**src/rtl/eip_pkg.sv**
```systemverilog
package eip_pkg;

  typedef enum logic [2:0] {
    ADDR_MODE = 3'd0,
    ADDR_DIR  = 3'd1,
    ADDR_IEN  = 3'd2,
    ADDR_OUT  = 3'd3,
    ADDR_PIN  = 3'd4,
    ADDR_FLAG = 3'd5
  } eipAddr_e;

  typedef enum logic [1:0] {
    SENSE_LOW  = 2'b00,
    SENSE_RISE = 2'b01,
    SENSE_FALL = 2'b10,
    SENSE_BOTH = 2'b11
  } eipSense_e;

  typedef struct packed {
    logic wrMode;
    logic wrDir;
    logic wrIen;
    logic wrOut;
    logic wrFlag;
  } eipStrobe_t;

endpackage

```
**src/rtl/eip_ctrl.sv**
```systemverilog
module eip_ctrl
  import eip_pkg::*;
#(
  parameter int REG_W  = 8,
  parameter int MODE_W = 16
) (
  input  logic              wrEn,
  input  logic [2:0]        addr,
  input  logic [MODE_W-1:0] modeQ,
  input  logic [REG_W-1:0]  dirQ,
  input  logic [REG_W-1:0]  ienQ,
  input  logic [REG_W-1:0]  outQ,
  input  logic [REG_W-1:0]  pinData,
  input  logic [REG_W-1:0]  flagQ,
  output eipStrobe_t        strobe,
  output logic [MODE_W-1:0] rdData
);

  always_comb begin
    strobe = '0;
    rdData = '0;
    case (eipAddr_e'(addr))
      ADDR_MODE: begin
        strobe.wrMode = wrEn;
        rdData        = modeQ;
      end
      ADDR_DIR: begin
        strobe.wrDir = wrEn;
        rdData       = MODE_W'(dirQ);
      end
      ADDR_IEN: begin
        strobe.wrIen = wrEn;
        rdData       = MODE_W'(ienQ);
      end
      ADDR_OUT: begin
        strobe.wrOut = wrEn;
        rdData       = MODE_W'(outQ);
      end
      ADDR_PIN: rdData = MODE_W'(pinData);
      ADDR_FLAG: begin
        strobe.wrFlag = wrEn;
        rdData        = MODE_W'(flagQ);
      end
      default: ;
    endcase
  end

endmodule

```
**src/rtl/eip_datapath.sv**
```systemverilog
module eip_datapath
  import eip_pkg::*;
#(
  parameter int NUM_PINS = 7,
  parameter int REG_W    = NUM_PINS + 1,
  parameter int MODE_W   = 2 * REG_W
) (
  input  logic              clk,
  input  logic              rstN,
  input  eipStrobe_t        strobe,
  input  logic [MODE_W-1:0] wrData,
  input  logic [NUM_PINS:1] pinIn,
  output logic [MODE_W-1:0] modeQ,
  output logic [REG_W-1:0]  dirQ,
  output logic [REG_W-1:0]  ienQ,
  output logic [REG_W-1:0]  outQ,
  output logic [REG_W-1:0]  pinData,
  output logic [REG_W-1:0]  flagQ,
  output logic [NUM_PINS:1] pinOut,
  output logic [NUM_PINS:1] pinOe,
  output logic [NUM_PINS:1] irqReq
);

  localparam logic [REG_W-1:0]  PIN_MASK  = {{NUM_PINS{1'b1}}, 1'b0};
  localparam logic [MODE_W-1:0] MODE_MASK = {{(2*NUM_PINS){1'b1}}, 2'b00};

  logic [REG_W-1:0] edgeHit;
  logic [REG_W-1:0] flagNext;
  logic [REG_W-1:0] clrMask;

  // configuration registers
  always_ff @(posedge clk or negedge rstN) begin
    if (!rstN) begin
      modeQ <= '0;
      dirQ  <= '0;
      ienQ  <= '0;
      outQ  <= '0;
    end else begin
      if (strobe.wrMode) modeQ <= wrData & MODE_MASK;
      if (strobe.wrDir)  dirQ  <= wrData[REG_W-1:0] & PIN_MASK;
      if (strobe.wrIen)  ienQ  <= wrData[REG_W-1:0] & PIN_MASK;
      if (strobe.wrOut)  outQ  <= wrData[REG_W-1:0] & PIN_MASK;
    end
  end

  assign pinOe  = dirQ[NUM_PINS:1];
  assign pinOut = outQ[NUM_PINS:1];

  // per-pin synchronizer, edge detection and request
  assign pinData[0] = 1'b0;
  assign edgeHit[0] = 1'b0;

  for (genvar g = 1; g <= NUM_PINS; g++) begin : gPin
    logic      syncA, syncB, prevB;
    eipSense_e sense;
    logic      riseEv, fallEv;

    always_ff @(posedge clk or negedge rstN) begin
      if (!rstN) begin
        syncA <= 1'b0;
        syncB <= 1'b0;
        prevB <= 1'b0;
      end else begin
        syncA <= pinIn[g];
        syncB <= syncA;
        prevB <= syncB;
      end
    end

    assign sense  = eipSense_e'(modeQ[2*g +: 2]);
    assign riseEv = syncB & ~prevB;
    assign fallEv = ~syncB & prevB;

    always_comb begin
      case (sense)
        SENSE_RISE: edgeHit[g] = riseEv;
        SENSE_FALL: edgeHit[g] = fallEv;
        SENSE_BOTH: edgeHit[g] = riseEv | fallEv;
        default:    edgeHit[g] = 1'b0;
      endcase
    end

    assign pinData[g] = syncB;
    assign irqReq[g]  = ienQ[g] & ((sense == SENSE_LOW) ? ~syncB : flagQ[g]);
  end

  // sticky flags: a fresh edge wins over a clearing write
  assign clrMask  = strobe.wrFlag ? wrData[REG_W-1:0] : '0;
  assign flagNext = (flagQ & ~clrMask) | edgeHit;

  always_ff @(posedge clk or negedge rstN) begin
    if (!rstN) flagQ <= '0;
    else       flagQ <= flagNext & PIN_MASK;
  end

endmodule

```
**src/rtl/ext_irq_port.sv**
```systemverilog
module ext_irq_port
  import eip_pkg::*;
#(
  parameter int NUM_PINS = 7,
  localparam int REG_W   = NUM_PINS + 1,
  localparam int DATA_W  = 2 * REG_W
) (
  input  logic              clk,
  input  logic              rstN,
  input  logic              wrEn,
  input  logic [2:0]        addr,
  input  logic [DATA_W-1:0] wrData,
  output logic [DATA_W-1:0] rdData,
  input  logic [NUM_PINS:1] pinIn,
  output logic [NUM_PINS:1] pinOut,
  output logic [NUM_PINS:1] pinOe,
  output logic [NUM_PINS:1] irqReq
);

  eipStrobe_t        strobe;
  logic [DATA_W-1:0] modeCfg;
  logic [REG_W-1:0]  dirCfg, ienCfg, outCfg, pinData, flagCfg;

  eip_ctrl #(.REG_W(REG_W), .MODE_W(DATA_W)) ctrl_i (
    .wrEn    (wrEn),
    .addr    (addr),
    .modeQ   (modeCfg),
    .dirQ    (dirCfg),
    .ienQ    (ienCfg),
    .outQ    (outCfg),
    .pinData (pinData),
    .flagQ   (flagCfg),
    .strobe  (strobe),
    .rdData  (rdData)
  );

  eip_datapath #(.NUM_PINS(NUM_PINS), .REG_W(REG_W), .MODE_W(DATA_W)) dp_i (
    .clk     (clk),
    .rstN    (rstN),
    .strobe  (strobe),
    .wrData  (wrData),
    .pinIn   (pinIn),
    .modeQ   (modeCfg),
    .dirQ    (dirCfg),
    .ienQ    (ienCfg),
    .outQ    (outCfg),
    .pinData (pinData),
    .flagQ   (flagCfg),
    .pinOut  (pinOut),
    .pinOe   (pinOe),
    .irqReq  (irqReq)
  );

endmodule

```
**config.mk**
```make
export PLATFORM = sky130hd
export DESIGN_NAME = ext_irq_port
export DESIGN_NICKNAME = d
export VERILOG_FILES = /design/src/rtl/eip_pkg.sv /design/src/rtl/eip_ctrl.sv /design/src/rtl/eip_datapath.sv /design/src/rtl/ext_irq_port.sv
export SDC_FILE = /design/constraint.sdc
export NUM_CORES = 1
export LEC_CHECK = 0
export ABC_AREA = 1
export BUFFER_PORTS_ARGS = -buffer_cell sky130_fd_sc_hd__buf_2
export CAP_MARGIN = 40
export CORE_AREA = 2 2 93 95
export DETAILED_ROUTE_END_ITERATION = 10
export DIE_AREA = 0 0 95 97
export PLACE_DENSITY_LB_ADDON = 0.1
export SLEW_MARGIN = 0
export SYNTH_ARGS = -nofsm -noshare
export SYNTH_HDL_FRONTEND = slang
export SYNTH_SLANG_ARGS = --single-unit
```
**constraint.sdc**
```tcl
create_clock -name clk -period 1.55 [get_ports clk]
set_clock_uncertainty 0.15 [all_clocks]
set_input_delay 0.31 -clock clk [delete_from_list [all_inputs] [get_ports clk]]
set_output_delay 0.31 -clock clk [all_outputs]
set_load 0.01 [all_outputs]
```
### Word level (Yosys, flattened, before mapping)

Cells that the tools add are included.

* bitwise gates (word level): 45
* shift-type cells: 0
* reduce and logical (&&, ||, !) cells: 8
* equality and inequality tests: 26
* $add $sub $neg: 0
* divide/modulo/power cells: 0
* multiply operators: 0
* muxes and demuxes: 21
* order comparisons: 0

Operators by type and width (count)
* case mux 16 bit (6 select lines): 1
* equality test 2 bit, second input constant: 14
* bitwise AND 1 bit: 21
* case mux 1 bit (3 select lines): 7
* equality test 2 x 1 -> 1 bit, second input constant: 7
* logical NOT 2 bit: 7
* NOT 1 bit: 14
* two-way mux 1 bit: 12
* bitwise AND 8 bit: 1
* two-way mux 8 bit: 1
* NOT 8 bit: 1
* bitwise OR 8 bit: 1
* bitwise OR 1 bit: 7
* equality test 3 x 2 -> 1 bit, second input constant: 2
* equality test 3 bit, second input constant: 2
* equality test 3 x 1 -> 1 bit, second input constant: 1
* logical NOT 3 bit: 1

* bits in registers: 63
* input bits: 29
* memories: 0
* bits in read-only memories: 0
* output and inout port bits: 37
* latch bits: 0
* RAM bits: 0
* word-level logic and storage cells: 126

### Depth between registers and ports, before layout

Gate-level depths: netlist (run 1).

* word-level depth: 6
* depth in mapped cells: 7
* depth with buffers taken out: 6

### By module

Synthesis (run 1) repeated with hierarchy kept, for this count alone.

* cell total of the unflattened synthesis: 437
* area, all modules: 3532.1 um2

Modules (own cells, without submodules)
* eip_datapath: times used 1, area an instance 2880.3 um2, cells an instance 304
* eip_ctrl: times used 1, area an instance 651.9 um2, cells an instance 133

### Worst setup path after synthesis (run 1)

No wires, ideal clock.

* path type: in2out
* start: input addr[1]
* end: output rdData[2]
* path slack: 0.041 ns
* data arrival time: 1.049 ns
* required time: 1.090 ns
* cell stages on the path: 6
* path buffers: 2
* cell sequence: buf_4 -> clkbuf_1 -> nand4_1 -> nand2_1 -> nor2_1 -> nand2_1

* word-level cells in the longest chain between the ends: 2

Ends and longest elaborated chain
* start: declaration: RTL line ext_irq_port.sv:11 `input logic [2:0] addr,`
* equality test 3 bit, or another cell as far along: RTL line eip_ctrl.sv:22 `case (eipAddr_e'(addr))`
* case mux 16 bit (6 select lines) *: RTL line eip_ctrl.sv:22
* end: declaration: RTL line ext_irq_port.sv:13 `output logic [DATA_W-1:0] rdData,`

Every way passes the cells marked *; elsewhere a longest branch is shown, timed or not.

### Worst setup path after layout (run 1)

* start: register dp_i.gPin[5].syncB
* end: output rdData[5]

* word-level cells in the longest chain between the ends: 1

Ends and longest elaborated chain
* start: declaration: RTL line eip_datapath.sv:54 `logic syncA, syncB, prevB;`
* start signal: assignment: RTL line eip_datapath.sv:65 `syncB <= syncA;`
* case mux 16 bit (6 select lines): RTL line eip_ctrl.sv:22

Every way passes these cells.

==> impl_metrics.json, run 1 <==
{
  "required_ns": 1.09,
  "synthCells": 390,
  "grt_start_max_net_pins": 64,
  "rsz0062_at_grt": "true",
  "hold_viol": 0,
  "clkLatencyLatePin_ns": 0.34,
  "clock.fmax_mhz": 583.5,
  "slowest_delay_ns": 0.43,
  "grt_usage": 0.2021,
  "hold_start": "wrData[14]",
  "synth_cell_types": 23,
  "path_cells": "nand3_1, nand2_1, nor2_1, nand2_1, buf_2",
  "fin_area_sq_um": 4741,
  "worstPathMaxFanout": 3,
  "cts.sink_count": 63,
  "leakagePower_nw": 2.488,
  "placed_cell_area_sq_um": 3836,
  "vias": 3159,
  "dieArea_sq_um": 9215,
  "grt_pass1_vias": 2846,
  "fin_nets": 589,
  "grt-ovfl-total": 0,
  "total_power_mw": 4.793,
  "syn_area_sq_um": 3231,
  "pwr_density_cell_nw_per_um2": 1011,
  "cts_tree": "yes",
  "slowest_stage": "dfrtp_1",
  "start_util": 0.3972,
  "fin_ws_ns": -0.1638,
  "hold_depth": 3,
  "chipHeight_um": 97,
  "place_ws_ns": -0.1250,
  "rows": 33,
  "ys_seq_area_frac": 0.4880,
  "syn_to_final_growth_pct": 46.75,
  "finalSetupViolations": 20,
  "clockBufferDepth": 2,
  "diodes": 0,
  "rrSetupSlack_ns": 0.04,
  "cts-root-buf": "clkbuf_8",
  "timing.rr.start": "dp_i.gPin[2].syncB",
  "reg2regPathDepth": 6,
  "drive_gt1_frac": 0.4026,
  "finalHoldWorstSlack_ns": 0.02221,
  "drt_iter0_drc": 164,
  "drv_slew": 0,
  "min_path_type": "input pin to register",
  "dr.pass1.iters": 4,
  "die_x_um": 95,
  "viasPerCell": 4.830,
  "core_area_sq_um": 8134,
  "final-instance-count-excl-fill": 654,
  "setup_tns_ns": -1.878,
  "violations": "negative setup slack",
  "start_kind": "register",
  "drc": 0,
  "ant_nets": 0,
  "status": "complete, but fails checks",
  "synthFlopType": "dfrtp_1",
  "vdd_drop_max_mv": 0.5913,
  "antenna_found_initial": 0,
  "synth_seq_cells": 63,
  "port_buffers": 63,
  "critical_path_class": "register to output pin",
  "arrival_ns": 1.25,
  "io-pin-count": 66,
  "wire_per_inst_um": 14.37,
  "wirelength_um": 9398,
  "worstReg2RegEnd": "dp_i.flagQ[2]",
  "cts_inserted_buffers": 9,
  "post-route-util": 0.5828,
  "cts_htree_levels": 3,
  "yosysWarnings": 0,
  "grt_pass1_wl_um": 14250,
  "worst_hold_path.endpoint": "dp_i.modeQ[14]",
  "cap_violations": 0,
  "synth_nets": 433,
  "clk_pin_slew_ns": 0.07,
  "hpwl_um": 5934,
  "gp_congestion": 0.8387,
  "crit_path_start": "dp_i.gPin[5].syncB",
  "placed_cells": 572,
  "min_period_over_period": 1.106,
  "async_reset_ff_frac": 1.000,
  "syn_area_per_cell_sq_um": 8.284,
  "path_common_cell": "nand2_1",
  "period_needed_ns": 1.714,
  "synth-edff-count": 0,
  "critPathCaptureType": "output pin"
}
[worst max path at each step]
| stage | endpoint | slack, ns | depth (start not counted) |
|---|---|---|---|
| after floorplan | rdData[2] | 0.04 | 6 |
| after detailed placement | rdData[6] | -0.12 | 8 |
| after global routing | irqReq[3] | -0.25 | 4 |
| after global placement | rdData[6] | -0.13 | 8 |
| final | rdData[5] | -0.16 | 5 |
| after CTS | irqReq[3] | -0.17 | 4 |
[layout make-up]
cell class | instances | area [sq um]
inverter | 46 | 172.7
fill | 760 | 3393
clock inverter | 1 | 5.005
clock buffer | 13 | 158.9
sequential | 63 | 1582
tap | 105 | 131.4
multi-input combinational | 266 | 1488
timing repair buffer | 160 | 1204
[placed cells by master (no fill, tap or decap), types with 2 or more instances in the layout]
cell type and n:
nand3_2 3, nand3_4 2, a21oi_2 4, dfrtp_2 4, clkbuf_1 2, o211ai_1 6
o21ai_1 2, nor2_4 6, clkbuf_8 11, dfrtp_1 59, nor3_1 3, nand3_1 29
a21oi_1 4, buf_2 57, buf_6 18, nor2_1 16, nor2_2 3, dlygate4sd3_1 8
nor2_8 2, ha_1 14, nor3_2 9, o21ai_0 21, buf_12 4, nand2_1 118
inv_1 24, nand4_1 21, inv_2 22, buf_4 72
[state kept, by name, summed over array words and instances, names as in the netlist]
name             flops
dp_i.ienQ            7
dp_i.dirQ            7
dp_i.modeQ          14
dp_i.gPin.syncA      7
dp_i.gPin.syncB      7
dp_i.outQ            7
dp_i.flagQ           7
dp_i.gPin.prevB      7
[Yosys cell counts (4+ instances only)]
library cell | instances | area [sq um]
buf_2 | 6 | 30.03
o21ai_0 | 22 | 110.1
o211ai_1 | 6 | 45.04
nand2_1 | 118 | 442.9
nor3_1 | 12 | 60.06
a21oi_1 | 8 | 40.04
ha_1 | 14 | 175.2
buf_6 | 5 | 56.30
nor2_1 | 22 | 82.58
inv_2 | 4 | 15.01
nand4_1 | 21 | 131.4
inv_1 | 42 | 157.7
dfrtp_1 | 63 | 1577
nand3_1 | 32 | 160.2
[power by group]
group	internal (mW)	total [mW]	switching (mW)	leakage, nW
Combinational	0.720	1.44	0.716	1.66
Clock	0.649	1.26	0.611	0.0854
Sequential	1.88	2.10	0.214	0.739
Total	3.25	4.79	1.54	2.49
[logic make-up after synthesis]
family          synth area share
compound gates           0.06197
buf+inv                  0.08714
simple gates              0.3075
flops                     0.4880
fa+ha+maj                0.05422
other cells             0.001161
[metal layers]
| layer | GRT usage | part of all wire | up-vias |
|---|---|---|---|
| met4 | 0.06243 | 0.010 | 0 |
| met5 | 0 | 0 | - |
| met1 | 0.2826 | 0.47 | 1496 |
| li1 | - | - | 1579 |
| met2 | 0.3121 | 0.48 | 76 |
| met3 | 0.04439 | 0.041 | 8 |
[critical path, delay by kind of cell, from the launching register on]
kind / cells / cell delay [ns]
buffers and inverters: 1 / 0.15
flip-flops: 1 / 0.43
AND/OR/NAND/NOR: 4 / 0.33
[timing repair]
item                       in CTS  in global routing
resized for setup              31                 43
setup endpoints to repair      22                 22
hold buffers                    8                  0
setup buffers                  34                 26
hold endpoints to repair       70                  0
pin swaps                      32                 24
No activity file was read; power rests on OpenSTA's default activity.
==> run 2: changes to the inputs <==
Clock period 1.55 ns to 2.1 ns, I/O delays scaled along.
==> run 2 against run 1 <==
Hold slack worse by 0.0021 ns. Sequential share of layout area is 7.4 points higher. Register-to-register slack better by 0.82 ns. Count of clock-buffer cells in the layout is 3 lower. Non-clock buffer count is 85 lower. Utilization is 11 points lower. Final area is 19% lower. Largest power group unchanged. Total power is 33% lower. Critical path depth is 3 higher. Clock power is 19% lower. Sequential power is 26% lower. Wire length is 13% lower. The flow now finishes without violations.
==> impl_metrics.json, run 2 (synthesis gave the netlist of run 1 again) <==
{
  "mostFrequentLayoutCells": "nand2_1, dfrtp_1, buf_2, inv_1, nand3_1",
  "place_ws_ns": 0.1540,
  "slowest_delay_ns": 0.23,
  "slowest_stage": "nor2_4",
  "syn_to_final_growth_pct": 19.60,
  "clkLatencyLatePin_ns": 0.35,
  "dieArea_sq_um": 9215,
  "arrival_ns": 1.37,
  "largest_register": "dp_i.modeQ",
  "io-pin-count": 66,
  "rrSetupSlack_ns": 0.86,
  "viasPerCell": 4.970,
  "antenna_found_initial": 0,
  "period_needed_ns": 1.945,
  "grt_pass1_wl_um": 13190,
  "status": "finished clean",
  "drc": 0,
  "critPathCaptureType": "output pin",
  "grt-ovfl-total": 0,
  "cts_inserted_buffers": 9,
  "drive_gt1_frac": 0.2172,
  "largest_reg_flops": 14,
  "rows": 33,
  "start_util": 0.3972,
  "clockBufferDepth": 2,
  "drv_slew": 0,
  "clk_pin_slew_ns": 0.08,
  "crit_path_start": "addr[2]",
  "grt_start_max_net_pins": 64,
  "min_period_over_period": 0.9260,
  "cts_htree_levels": 3,
  "min_path_type": "input pin to register",
  "vdd_drop_max_mv": 0.2936,
  "chipHeight_um": 97,
  "port_buffers": 63,
  "wire_per_inst_um": 14.31,
  "worstPathMaxFanout": 7,
  "leakagePower_nw": 2.065,
  "critical_path_class": "input pin to output pin",
  "vias": 2833,
  "drt_iter0_drc": 125,
  "setup_tns_ns": 0,
  "required_ns": 1.53,
  "final-instance-count-excl-fill": 570,
  "wirelength_um": 8159,
  "hpwl_um": 5732,
  "die_x_um": 95,
  "path_cells": "buf_2, nor2_4, buf_4, nand3_1, nand2_1, inv_1, nand2_1, buf_2",
  "core_area_sq_um": 8134,
  "finalSetupViolations": 0,
  "worst_hold_path.endpoint": "dp_i.gPin[3].syncA",
  "timing.rr.start": "dp_i.gPin[7].syncB",
  "fin_nets": 504,
  "grt_pass1_vias": 2672,
  "cts-root-buf": "clkbuf_8",
  "placed_cells": 554,
  "postCtsSetupBuffers": 0,
  "final_common_cell": "nand2_1",
  "num-fill-cells": 806,
  "reg2regPathDepth": 6,
  "cap_violations": 0,
  "hold_start": "pinIn[3]",
  "dr.pass1.iters": 4,
  "gp_congestion": 0.7981,
  "worstReg2RegEnd": "dp_i.flagQ[7]",
  "post-route-util": 0.4750,
  "cts_tree": "yes",
  "diodes": 0,
  "ant_nets": 0,
  "rsz0062_at_grt": "false",
  "hold_viol": 0,
  "cts.sink_count": 63,
  "fin_ws_ns": 0.1555,
  "hold_depth": 1,
  "clock.fmax_mhz": 514.3,
  "start_kind": "input pin",
  "pwr_density_cell_nw_per_um2": 833.0,
  "grt_usage": 0.1858
}
## run 2: metrics by stage
stage / area (sq um) / total power, mW / hold slack, ns
floorplan: 3231 / 1.929 / -0.02559
global placement: 3676 / 2.213 / 0.1828
detailed placement: 3676 / 2.230 / 0.1862
CTS: 3864 / 3.250 / 0.01127
global route: 3864 / 3.419 / 0.01248
finish: 3864 / 3.219 / 0.02013
## run 2: report_power, final
part / internal (mW) / switching, mW
logic: 0.260 / 0.395
clock network: 0.534 / 0.483
registers: 1.39 / 0.161
total: 2.18 / 1.04
## run 2: metal layers
metal	up-vias	GRT usage	routed length (um)
met2	84	0.2837	3607
li1	1409	-	-
met1	1332	0.2630	3934
met5	-	0	0
met3	8	0.03816	532
met4	0	0.06020	85
## run 2: area by class of cell
class	instances	area (sq um)	area share
sequential	63	1577	0.4080
multi-input combinational	266	1373	0.3552
timing repair buffer	75	432.9	0.1120
inverter	46	172.7	0.04469
tap	105	131.4	0.03400
clock buffer	10	127.6	0.03303
clock inverter	5	50.05	0.01295
## run 2: repair_timing
action / 4_1_cts / 5_1_grt
hold buffers: 1 / 0
gates resized for setup: 0 / 0
hold endpoints to repair: 63 / 0
## run 2: worst max-delay path, delay by kind of cell
| kind | cells | cell delay [ns] |
|---|---|---|
| buf+inv | 4 | 0.52 |
| simple gates | 4 | 0.43 |
## run 2: how the worst max path moves through the flow
stage	to	slack, ns
after floorplan	rdData[2]	0.37
after global placement	rdData[6]	0.15
after detailed placement	rdData[6]	0.15
after CTS	rdData[6]	0.15
after global routing	rdData[10]	0.03
final	rdData[6]	0.16
